<file path="src/rtl/dws_pkg.sv">
package dws_pkg;

    localparam int CTRL_W   = 4;
    localparam int SAMPLE_W = 12;
    localparam int WORD_W   = CTRL_W + SAMPLE_W;
    localparam int IDX_W    = 5;
    localparam int TBL_LEN  = 1 << IDX_W;

    typedef enum logic {
        LINK_IDLE  = 1'b0,
        LINK_SHIFT = 1'b1
    } link_state_e;

    // First quarter of the sine period, points 0..8
    function automatic logic [12:0] quarter_pt(input logic [3:0] k);
        logic [12:0] v;
        case (k)
            4'd0:    v = 13'd2048;
            4'd1:    v = 13'd2447;
            4'd2:    v = 13'd2831;
            4'd3:    v = 13'd3185;
            4'd4:    v = 13'd3495;
            4'd5:    v = 13'd3750;
            4'd6:    v = 13'd3939;
            4'd7:    v = 13'd4056;
            default: v = 13'd4095;
        endcase
        return v;
    endfunction

    // Full 32-point period built from the quarter by mirroring
    function automatic logic [11:0] sine_entry(input logic [4:0] i);
        logic [3:0]  k;
        logic [3:0]  km;
        logic [12:0] v;
        k  = {1'b0, i[2:0]};
        km = 4'd8 - k;
        case (i[4:3])
            2'd0: v = quarter_pt(k);
            2'd1: v = quarter_pt(km);
            2'd2: v = 13'd4096 - quarter_pt(k);
            default: v = (k == 4'd0) ? 13'd0 : (13'd4096 - quarter_pt(km));
        endcase
        return v[11:0];
    endfunction

endpackage

</file>
<file path="src/rtl/dws_tick_gen.sv">
module dws_tick_gen #(
    parameter int CNT_W = 16
) (
    input  logic             clk,
    input  logic             rst_n,
    input  logic [CNT_W-1:0] cmp,
    output logic             tick
);

    typedef struct packed {
        logic [CNT_W-1:0] cnt;
    } tick_state_t;

    tick_state_t s_d, s_q;

    always_comb begin
        s_d  = s_q;
        tick = (s_q.cnt == cmp);
        if (tick) begin
            s_d.cnt = '0;
        end else begin
            s_d.cnt = s_q.cnt + 1'b1;
        end
    end

    always_ff @(posedge clk or negedge rst_n) begin
        if (!rst_n) begin
            s_q <= '0;
        end else begin
            s_q <= s_d;
        end
    end

    AST_TICK_RESTART: assert property (@(posedge clk) disable iff (!rst_n)
        tick |=> (s_q.cnt == '0));

endmodule

</file>
<file path="src/rtl/dws_sine_rom.sv">
module dws_sine_rom #(
    parameter int IDX_W    = dws_pkg::IDX_W,
    parameter int SAMPLE_W = dws_pkg::SAMPLE_W
) (
    input  logic [IDX_W-1:0]    idx,
    output logic [SAMPLE_W-1:0] sample
);

    localparam int DEPTH = 1 << IDX_W;

    logic [SAMPLE_W-1:0] rom_w [DEPTH];

    for (genvar g = 0; g < DEPTH; g++) begin : g_entry
        assign rom_w[g] = SAMPLE_W'(dws_pkg::sine_entry(5'(g)));
    end

    assign sample = rom_w[idx];

endmodule

</file>
<file path="src/rtl/dws_frame_shifter.sv">
module dws_frame_shifter #(
    parameter int WORD_W = dws_pkg::WORD_W
) (
    input  logic              clk,
    input  logic              rst_n,
    input  logic              start,
    input  logic [WORD_W-1:0] word,
    output logic              busy,
    output logic              sck,
    output logic              mosi,
    output logic              cs_n,
    output logic              done
);

    localparam int BIT_W = $clog2(WORD_W);

    typedef struct packed {
        dws_pkg::link_state_e st;
        logic [WORD_W-1:0]    shreg;
        logic [BIT_W-1:0]     bits_left;
        logic                 sck;
        logic                 mosi;
        logic                 cs_n;
        logic                 done;
    } link_t;

    link_t l_d, l_q;

    always_comb begin
        l_d      = l_q;
        l_d.done = 1'b0;
        case (l_q.st)
            dws_pkg::LINK_IDLE: begin
                if (start) begin
                    l_d.st        = dws_pkg::LINK_SHIFT;
                    l_d.mosi      = word[WORD_W-1];
                    l_d.shreg     = word << 1;
                    l_d.bits_left = BIT_W'(WORD_W - 1);
                    l_d.cs_n      = 1'b0;
                    l_d.sck       = 1'b0;
                end
            end
            default: begin
                if (!l_q.sck) begin
                    l_d.sck = 1'b1;
                end else begin
                    l_d.sck = 1'b0;
                    if (l_q.bits_left == '0) begin
                        l_d.st   = dws_pkg::LINK_IDLE;
                        l_d.cs_n = 1'b1;
                        l_d.mosi = 1'b0;
                        l_d.done = 1'b1;
                    end else begin
                        l_d.bits_left = l_q.bits_left - 1'b1;
                        l_d.mosi      = l_q.shreg[WORD_W-1];
                        l_d.shreg     = l_q.shreg << 1;
                    end
                end
            end
        endcase
    end

    always_ff @(posedge clk or negedge rst_n) begin
        if (!rst_n) begin
            l_q       <= '0;
            l_q.st    <= dws_pkg::LINK_IDLE;
            l_q.cs_n  <= 1'b1;
        end else begin
            l_q <= l_d;
        end
    end

    assign busy = (l_q.st == dws_pkg::LINK_SHIFT);
    assign sck  = l_q.sck;
    assign mosi = l_q.mosi;
    assign cs_n = l_q.cs_n;
    assign done = l_q.done;

    AST_SCK_INSIDE_FRAME: assert property (@(posedge clk) disable iff (!rst_n)
        sck |-> !cs_n);
    AST_DATA_STEADY_HIGH: assert property (@(posedge clk) disable iff (!rst_n)
        sck |-> $stable(mosi));
    AST_DONE_AT_RELEASE: assert property (@(posedge clk) disable iff (!rst_n)
        done |-> (cs_n && $past(!cs_n)));
    AST_DONE_SINGLE: assert property (@(posedge clk) disable iff (!rst_n)
        done |=> !done);

endmodule

</file>
<file path="src/rtl/dac_wave_streamer.sv">
module dac_wave_streamer #(
    parameter int          CMP_W    = 16,
    parameter int          IDX_W    = dws_pkg::IDX_W,
    parameter int          SAMPLE_W = dws_pkg::SAMPLE_W,
    parameter int          CTRL_W   = dws_pkg::CTRL_W,
    parameter logic [3:0]  CTRL_CODE = 4'b0011
) (
    input  logic             clk,
    input  logic             rst_n,
    input  logic [CMP_W-1:0] rate_cmp,
    output logic             spi_sck,
    output logic             spi_mosi,
    output logic             spi_cs_n,
    output logic             dac_load_n,
    output logic             frame_done,
    output logic             overrun
);

    localparam int WORD_W = CTRL_W + SAMPLE_W;

    typedef struct packed {
        logic [IDX_W-1:0] idx;
        logic             pend;
        logic             ovr;
    } seq_t;

    seq_t s_d, s_q;

    logic                tick;
    logic                busy;
    logic                start;
    logic [SAMPLE_W-1:0] sample;
    logic [WORD_W-1:0]   word;

    dws_tick_gen #(.CNT_W(CMP_W)) u_tick (
        .clk   (clk),
        .rst_n (rst_n),
        .cmp   (rate_cmp),
        .tick  (tick)
    );

    dws_sine_rom #(.IDX_W(IDX_W), .SAMPLE_W(SAMPLE_W)) u_rom (
        .idx    (s_q.idx),
        .sample (sample)
    );

    assign word = {CTRL_W'(CTRL_CODE), sample};

    always_comb begin
        s_d   = s_q;
        start = !busy && (tick || s_q.pend);
        if (start) begin
            s_d.idx  = s_q.idx + 1'b1;
            s_d.pend = s_q.pend && tick;
        end else if (tick) begin
            s_d.pend = 1'b1;
            if (s_q.pend) begin
                s_d.ovr = 1'b1;
            end
        end
    end

    always_ff @(posedge clk or negedge rst_n) begin
        if (!rst_n) begin
            s_q <= '0;
        end else begin
            s_q <= s_d;
        end
    end

    dws_frame_shifter #(.WORD_W(WORD_W)) u_link (
        .clk   (clk),
        .rst_n (rst_n),
        .start (start),
        .word  (word),
        .busy  (busy),
        .sck   (spi_sck),
        .mosi  (spi_mosi),
        .cs_n  (spi_cs_n),
        .done  (frame_done)
    );

    assign dac_load_n = 1'b0;
    assign overrun    = s_q.ovr;

    AST_IDX_STEP: assert property (@(posedge clk) disable iff (!rst_n)
        start |=> (s_q.idx == $past(s_q.idx) + 1'b1));
    AST_OVR_STICKY: assert property (@(posedge clk) disable iff (!rst_n)
        overrun |=> overrun);
    AST_START_FROM_IDLE: assert property (@(posedge clk) disable iff (!rst_n)
        start |=> !spi_cs_n);

endmodule

</file>
<file path="config.mk">
export PLATFORM = sky130hd
export DESIGN_NAME = dac_wave_streamer
export DESIGN_NICKNAME = d
export VERILOG_FILES = /design/src/rtl/dws_pkg.sv /design/src/rtl/dws_tick_gen.sv /design/src/rtl/dws_sine_rom.sv /design/src/rtl/dws_frame_shifter.sv /design/src/rtl/dac_wave_streamer.sv
export SDC_FILE = /design/constraint.sdc
export NUM_CORES = 1
export LEC_CHECK = 0
export BUFFER_PORTS_ARGS = -buffer_cell sky130_fd_sc_hd__buf_2
export CAP_MARGIN = 10
export CORE_AREA = 4 4 81 83
export CTS_BUF_LIST = sky130_fd_sc_hd__clkbuf_16
export CTS_CLUSTER_SIZE = 24
export DETAILED_ROUTE_END_ITERATION = 16
export DIE_AREA = 0 0 85 87
export GPL_TIMING_DRIVEN = 0
export PLACE_DENSITY_LB_ADDON = 0.25
export SYNTH_ARGS = -nofsm -noshare
export SYNTH_HDL_FRONTEND = slang
export SYNTH_SLANG_ARGS = --single-unit
export TNS_END_PERCENT = 50
</file>
<file path="constraint.sdc">
create_clock -name clk -period 2.8 [get_ports clk]
set_input_delay 0 -clock clk [delete_from_list [all_inputs] [get_ports clk]]
set_output_delay 0 -clock clk [all_outputs]
set_load 0.005 [all_outputs]
</file>
==> results of run 1 <==
## cells by family after synthesis
logic type / count (synthesis)
flip-flops: 47
AND/OR/NAND/NOR: 93
XOR/XNOR: 36
adder cells (fa/ha/maj): 15
other: 1
multiplexers: 21
AO/OA/AOI/OAI: 61
buffers and inverters: 35
## path summary, 6_finish.rpt
kind | start | to | slack [ns] | cells past startpoint
max | s_q[3] | u_link.l_q[17] | 0.26 | 8
min | rst_n | u_tick.s_q[11] | 0.43 | 2
max in group asynchronous | rst_n | u_tick.s_q[7] | 1.72 | 2
min in group clk | overrun | overrun | 0.46 | 1
max reg2reg | s_q[3] | u_link.l_q[17] | 0.26 | 8
min reg2reg | overrun | overrun | 0.46 | 1
## per-layer routing
layer,vias to the layer above,track usage
met5,-,0
met4,0,0.0676
met3,9,0.0322
met2,46,0.307
met1,1154,0.279
li1,1157,-
## state kept, by name, summed over array words and instances, names as in the netlist
signal       count
u_link.mosi      1
overrun          1
u_tick.s_q      16
u_link.sck       1
u_link.cs_n      1
u_link.busy      1
s_q              6
u_link.done      1
u_link.l_q      19
## through the flow
step / area [µm²] / cells / hold slack (ns) / utilization
after floorplan: 3120 / 309 / -0.296 / -
after global placement: 3320 / 406 / 0.240 / 0.567
after detailed placement: 3320 / 406 / 0.255 / 0.567
after CTS: 3470 / 415 / 0.468 / 0.593
after global routing: 3470 / 415 / 0.510 / 0.594
final: 3470 / 415 / 0.430 / 0.594
## layout make-up
type | instances | area (µm²) | area share
sequential | 47 | 1180 | 0.339
inverter | 17 | 63.8 | 0.0184
buffer | 18 | 101 | 0.0292
clock inverter | 3 | 16.3 | 0.00468
clock buffer | 5 | 125 | 0.0360
tap | 75 | 93.8 | 0.0270
multi-input combinational | 227 | 1780 | 0.511
timing repair buffer | 23 | 120 | 0.0346
## cells in the final DEF, fill, tap and decap left out, types with 8 or more instances in the layout
master    Yosys  layout
clkbuf_1     10       8
nand2_1      24      24
a21oi_1      10      10
o21ai_0       9       9
nand3_1      13      13
xor2_1       22      22
xnor2_1      13      13
nor2_1       24      24
o21ai_1       9       9
ha_1         14      14
dfrtp_1      46      46
mux2i_1      12      12
inv_1        16      17
buf_2         4      26
## Yosys cell counts (3+ instances only)
library cell  count
xnor2_1          13
a22oi_1           5
inv_1            16
and3_1            4
ha_1             14
nor3_1            5
dfrtp_1          46
nor2_1           24
a31o_2            3
mux4_2            6
clkbuf_1         10
nand3_1          13
buf_2             4
nand2_1          24
buf_6             3
o21ai_1           9
nor4_2            3
o21ai_0           9
xor2_1           22
mux2i_1          12
nor3_2            3
nor2b_1           4
a21oi_1          10
## timing repair
item / in CTS / in global routing
gates resized for setup: 0 / 4
endpoints found under the setup margin: 0 / 5
endpoints found under the hold margin: 46 / 0
hold buffers: 1 / 0
## power by group through the flow
stage / clock network [µW] / registers [µW] / logic (µW)
after CTS: 589 / 761 / 139
after global placement: 0 / 774 / 133
after global routing: 613 / 768 / 158
after detailed placement: 0 / 773 / 137
after floorplan: 0 / 762 / 94.8
final: 574 / 761 / 137
==> impl_metrics.csv, run 1 <==
group,metric,value,unit
run_status,status,"finished, final reports clean",
clock_network,numCtsBuffers,5,
synthesis,ys_warn_count,0,
synthesis,synth_top_family_by_area,"simple AND/OR/NAND/NOR gates",
layout,final.fill_count,491,
clock_network,clock-sinks,47,
critical_path,critical_path_arrival,2.68,ns
timing,rsz0062_at_grt,"no",
synthesis,ys_ff_latch,47,
drt,m1WireLength,3.25,mm
clock_network,path_clk_slew,0.06,ns
drt,wl_per_cell,16.2,µm
placed_design,dpl_worst_slack,0.103,ns
timing,hold_viol_final,0,
synthesis,ys_top_cells_by_area,"dfrtp_1, xor2_1, ha_1",
synthesis,ys_seq_area_frac,0.378,
power,pwr-share-seq,0.517,
floorplan,die_area,7400,µm²
power,power_switching,371,µW
global_routing,grt_overflow,0,
placed_design,place.gp.congestion,0.909,
placed_design,dp_hpwl,4.91,mm
drt,drt_iter0_markers,117,
layout,antennaDiodeCount,0,
floorplan,initial_utilization,0.533,
timing,report.final.setup_viol,0,
flow_run,max-cap-violations,0,
synthesis,synth_xor_area_frac,0.104,
timing,fin_crit,2.54,ns
floorplan,core,5850,µm²
power,swShare,0.252,
power,power_density,424,nW/µm²
synthesis,synth_top_area_share,0.369,
critical_path,cp_top_family,"multiplexers",
global_routing,grt_pass1_vias,2378,
synthesis,syn_inst,309,
clock_network,ctsLongestPathBuffers,2,
drt,via_per_inst,5.70,
global_routing,grt_pass1_wl,11.6,mm
critical_path,path_cells,"clkbuf_2, inv_1, ha_1, clkbuf_1, mux2_2, mux4_2, nor3_2, a221oi_2",
critical_path,crit_path_max_incr_delay,0.49,ns
synthesis,yosys.area.top_type,"dfrtp_1",
drt,drc_errors,0,
power,p_clk_frac,0.390,
critical_path,worst_setup_path_start_kind,"flip-flop",
floorplan,chipHeight,87,µm
clock_network,cts_setup_buffers,0,
drt,drtAntennaViolNets,0,
power,irDropWorstVdd,250,µV
hold_path,min_path_type,"input port to asynchronous set/reset pin",
floorplan,rows,28,
placed_design,port_buffers,22,
drt,wl_met3,244,µm
drt,via_count,2366,
clock_network,clkLatencyLatePin,0.28,ns
drt,route.met2.wl,3.13,mm
critical_path,cp.required,2.94,ns
timing,timing_worst_slew_pin_value,1.04,ns
timing,period_share,0.907,
timing,fmax,394,MHz
timing,skew,0.00281,ns
layout,drive_above_1_share,0.209,
timing,relSlewSlack,0.309,
layout,syn_to_final_growth,11.5,%
critical_path,end_kind,"flip-flop",
power,combPwrFrac,0.093,
drt,dr.max_layer_used,"met4",
global_routing,grt_max_degree,48,
clock_network,h-tree-depth,2,
synthesis,synthAdderAreaFrac,0.0594,
synthesis,muxShareOfSynthArea,0.0940,
power,intPower,1100,µW
timing,drv_slew,0,
global_routing,grt_usage,0.197,
synthesis,syn_nets,341,
floorplan,ios,24,
synthesis,synth.avg_cell_area,10.1,µm²
layout,nNetsFinal,371,
floorplan,die_w,85,µm
synthesis,async_reset_ff_frac,1.00,
power,finalPower,1470,µW
timing,final.setup.worst_slack,0.260,ns
critical_path,cpMaxStageDelayCell,"dfrtp_1",
synthesis,synth_edf_count,0,
clock_network,root_buffer,"clkbuf_16",
drt,drtPass1Iterations,4,
synthesis,synth_compound_area_frac,0.153,
synthesis,synth_cell_type_count,59,
critical_path,crit_path_max_fanout,10,
synthesis,synth.cell_area,3120,µm²
critical_path,cp_num_buf_inv,3,
timing,fin_tns_setup,0,ns
critical_path,crit_type,"flip-flop to flip-flop",
clock_network,cts_tree,"built",
power,power.leakage,0.00154,µW
global_routing,antenna_found_initial,0,
synthesis,yosys.area_share.simple,0.159,
synthesis,ys.flop_type,"dfrtp_1",
drt,wl,6.74,mm
(Power assumes the default switching activity.)
==> run 2: changes to the inputs <==
--- a/config.mk
+++ b/config.mk
@@ -7,11 +7,11 @@
 export LEC_CHECK = 0
 export BUFFER_PORTS_ARGS = -buffer_cell sky130_fd_sc_hd__buf_2
 export CAP_MARGIN = 10
-export CORE_AREA = 4 4 81 83
+export CORE_AREA = 4 4 74 90
 export CTS_BUF_LIST = sky130_fd_sc_hd__clkbuf_16
 export CTS_CLUSTER_SIZE = 24
 export DETAILED_ROUTE_END_ITERATION = 16
-export DIE_AREA = 0 0 85 87
+export DIE_AREA = 0 0 78 94
 export GPL_TIMING_DRIVEN = 0
 export PLACE_DENSITY_LB_ADDON = 0.25
 export SYNTH_ARGS = -nofsm -noshare
==> constraint.sdc (replaced) <==
create_clock -name clk -period 2.3 [get_ports clk]
set_input_delay 0 -clock clk [delete_from_list [all_inputs] [get_ports clk]]
set_output_delay 0 -clock clk [all_outputs]
set_load 0.005 [all_outputs]
==> impl_metrics.csv, run 2 (synthesis gave the netlist of run 1 again) <==
group,metric,value,unit
drt,via_count,2357,
clock_network,cts_tree,"built",
floorplan,chipHeight,94,µm
critical_path,end_kind,"flip-flop",
clock_network,clkLatencyLatePin,0.28,ns
placed_design,placed_cells,413,
layout,top_register,"u_link.l_q",
power,power.leakage,0.00154,µW
critical_path,cp.required,2.44,ns
clock_network,path_clk_slew,0.06,ns
layout,nNetsFinal,369,
global_routing,grt_overflow,0,
drt,drt_iter0_markers,157,
floorplan,die_area,7330,µm²
timing,report.final.setup_viol,0,
flow_run,max-cap-violations,0,
layout,area.sequential,1180,µm²
power,power_density,533,nW/µm²
timing,timing_worst_slew_pin_value,1.01,ns
run_status,status,"finished, final reports clean",
clock_network,h-tree-depth,2,
drt,drtPass1Iterations,4,
placed_design,dpl_worst_slack,-0.376,ns
placed_design,place.gp.congestion,0.852,
layout,mostFrequentLayoutCells,"dfrtp_1, buf_2, nand2_1, nor2_1, xor2_1",
drt,wl_per_cell,15.7,µm
floorplan,core,5860,µm²
layout,final_common_cell,"dfrtp_1",
timing,period_share,0.940,
timing,skew,0.00365,ns
drt,via_per_inst,5.63,
layout,multiInputGateArea,1790,µm²
critical_path,crit_type,"flip-flop to flip-flop",
timing,hold_viol_final,0,
clock_network,clock-sinks,47,
global_routing,grt_pass1_vias,2319,
layout,top_regs,"u_link.l_q x19, u_tick.s_q x16, s_q x6",
timing,rsz0062_at_grt,"no",
global_routing,grt_usage,0.192,
floorplan,initial_utilization,0.532,
layout,syn_to_final_growth,12.7,%
placed_design,port_buffers,22,
placed_design,dp_hpwl,4.85,mm
layout,final_cell_count_no_fill,419,
timing,relSlewSlack,0.324,
critical_path,crit_path_max_fanout,9,
timing,drv_slew,0,
floorplan,rows,31,
clock_network,numCtsBuffers,5,
layout,largest_reg_flops,19,
global_routing,antenna_found_initial,0,
global_routing,grt_max_degree,48,
clock_network,ctsLongestPathBuffers,2,
clock_network,root_buffer,"clkbuf_16",
drt,wl,6.57,mm
floorplan,die_w,78,µm
floorplan,ios,24,
timing,fmax,462,MHz
layout,final.fill_count,506,
layout,drive_above_1_share,0.217,
power,irDropWorstVdd,305,µV
drt,drtAntennaViolNets,0,
timing,final.setup.worst_slack,0.137,ns
layout,final_util,0.599,
layout,antennaDiodeCount,0,
critical_path,critical_path_arrival,2.30,ns
global_routing,grt_pass1_wl,11.2,mm
timing,fin_crit,2.16,ns
critical_path,worst_setup_path_start_kind,"flip-flop",
drt,drc_errors,0,
hold_path,min_path_type,"input port to asynchronous set/reset pin",
## run 2: cell types whose count changed in the layout (fill, tap and decap cells not counted), sizes merged
cell    change
clkinv      -2
clkbuf      -2
bufinv      +1
## run 2: worst paths after layout
path | startpoint | to | slack [ns] | cells after the start
setup / recovery | s_q[2] | u_link.l_q[17] | 0.14 | 7
hold / removal | rst_n | u_tick.s_q[11] | 0.43 | 2
setup reg to reg | s_q[2] | u_link.l_q[17] | 0.14 | 7
hold reg to reg | overrun | overrun | 0.47 | 1
max in group asynchronous | rst_n | s_q[3] | 1.16 | 2
min in group clk | overrun | overrun | 0.47 | 1
## run 2: area by class of cell
| class | instances | area share |
|---|---|---|
| flip-flops and latches | 47 | 0.336 |
| well taps | 82 | 0.0292 |
| multi-input cells | 227 | 0.509 |
| clock buffers | 5 | 0.0356 |
| plain buffers | 16 | 0.0282 |
| repair buffers | 23 | 0.0342 |
| clock inverters | 2 | 0.00962 |
| inverters | 17 | 0.0182 |
## run 2: critical path, cell delays in order (launching register included)
cell      delay [ns]
dfrtp_1         0.44
clkbuf_4        0.24
inv_1           0.11
ha_4            0.30
mux2_2          0.26
mux4_2          0.49
nor3_2          0.13
a221oi_2        0.05
## run 2: what timing repair did
| action | CTS | global route |
|---|---|---|
| setup endpoints to repair | 8 | 3 |
| gates resized for setup | 6 | 1 |
| hold buffers | 1 | 0 |
| gates cloned | 0 | 0 |
| endpoints found under the hold margin | 46 | 0 |
| buffers inserted | 0 | 0 |
## run 2: report_power, final
part | switching, µW | leakage, µW | internal (µW) | total (µW)
Combinational | 89.9 | 0.000936 | 74.2 | 164
Sequential | 56.6 | 0.000525 | 871 | 927
Clock | 276 | 0.0000811 | 502 | 778
Total | 423 | 0.00154 | 1450 | 1870
## run 2: routing by layer
layer	GRT usage	part of all wire	wire, µm	up-vias
li1	-	-	-	1145
met4	0.0525	0.014	89	0
met3	0.0259	0.038	251	7
met1	0.254	0.44	2910	1148
met2	0.331	0.50	3320	57
met5	0	0	0	-
## run 2: through the flow
| step | cell area, µm² | hold WS (ns) | total power [µW] | TNS, ns |
|---|---|---|---|---|
| 2_1_floorplan | 3120 | -0.296 | 1040 | 0 |
| 3_3_place_gp | 3330 | 0.236 | 1100 | -1.76 |
| 6_report | 3510 | 0.430 | 1870 | 0 |
| 4_1_cts | 3500 | 0.474 | 1890 | 0 |
| 5_1_grt | 3510 | 0.501 | 1950 | 0 |
| 3_5_place_dp | 3330 | 0.229 | 1110 | -2.14 |
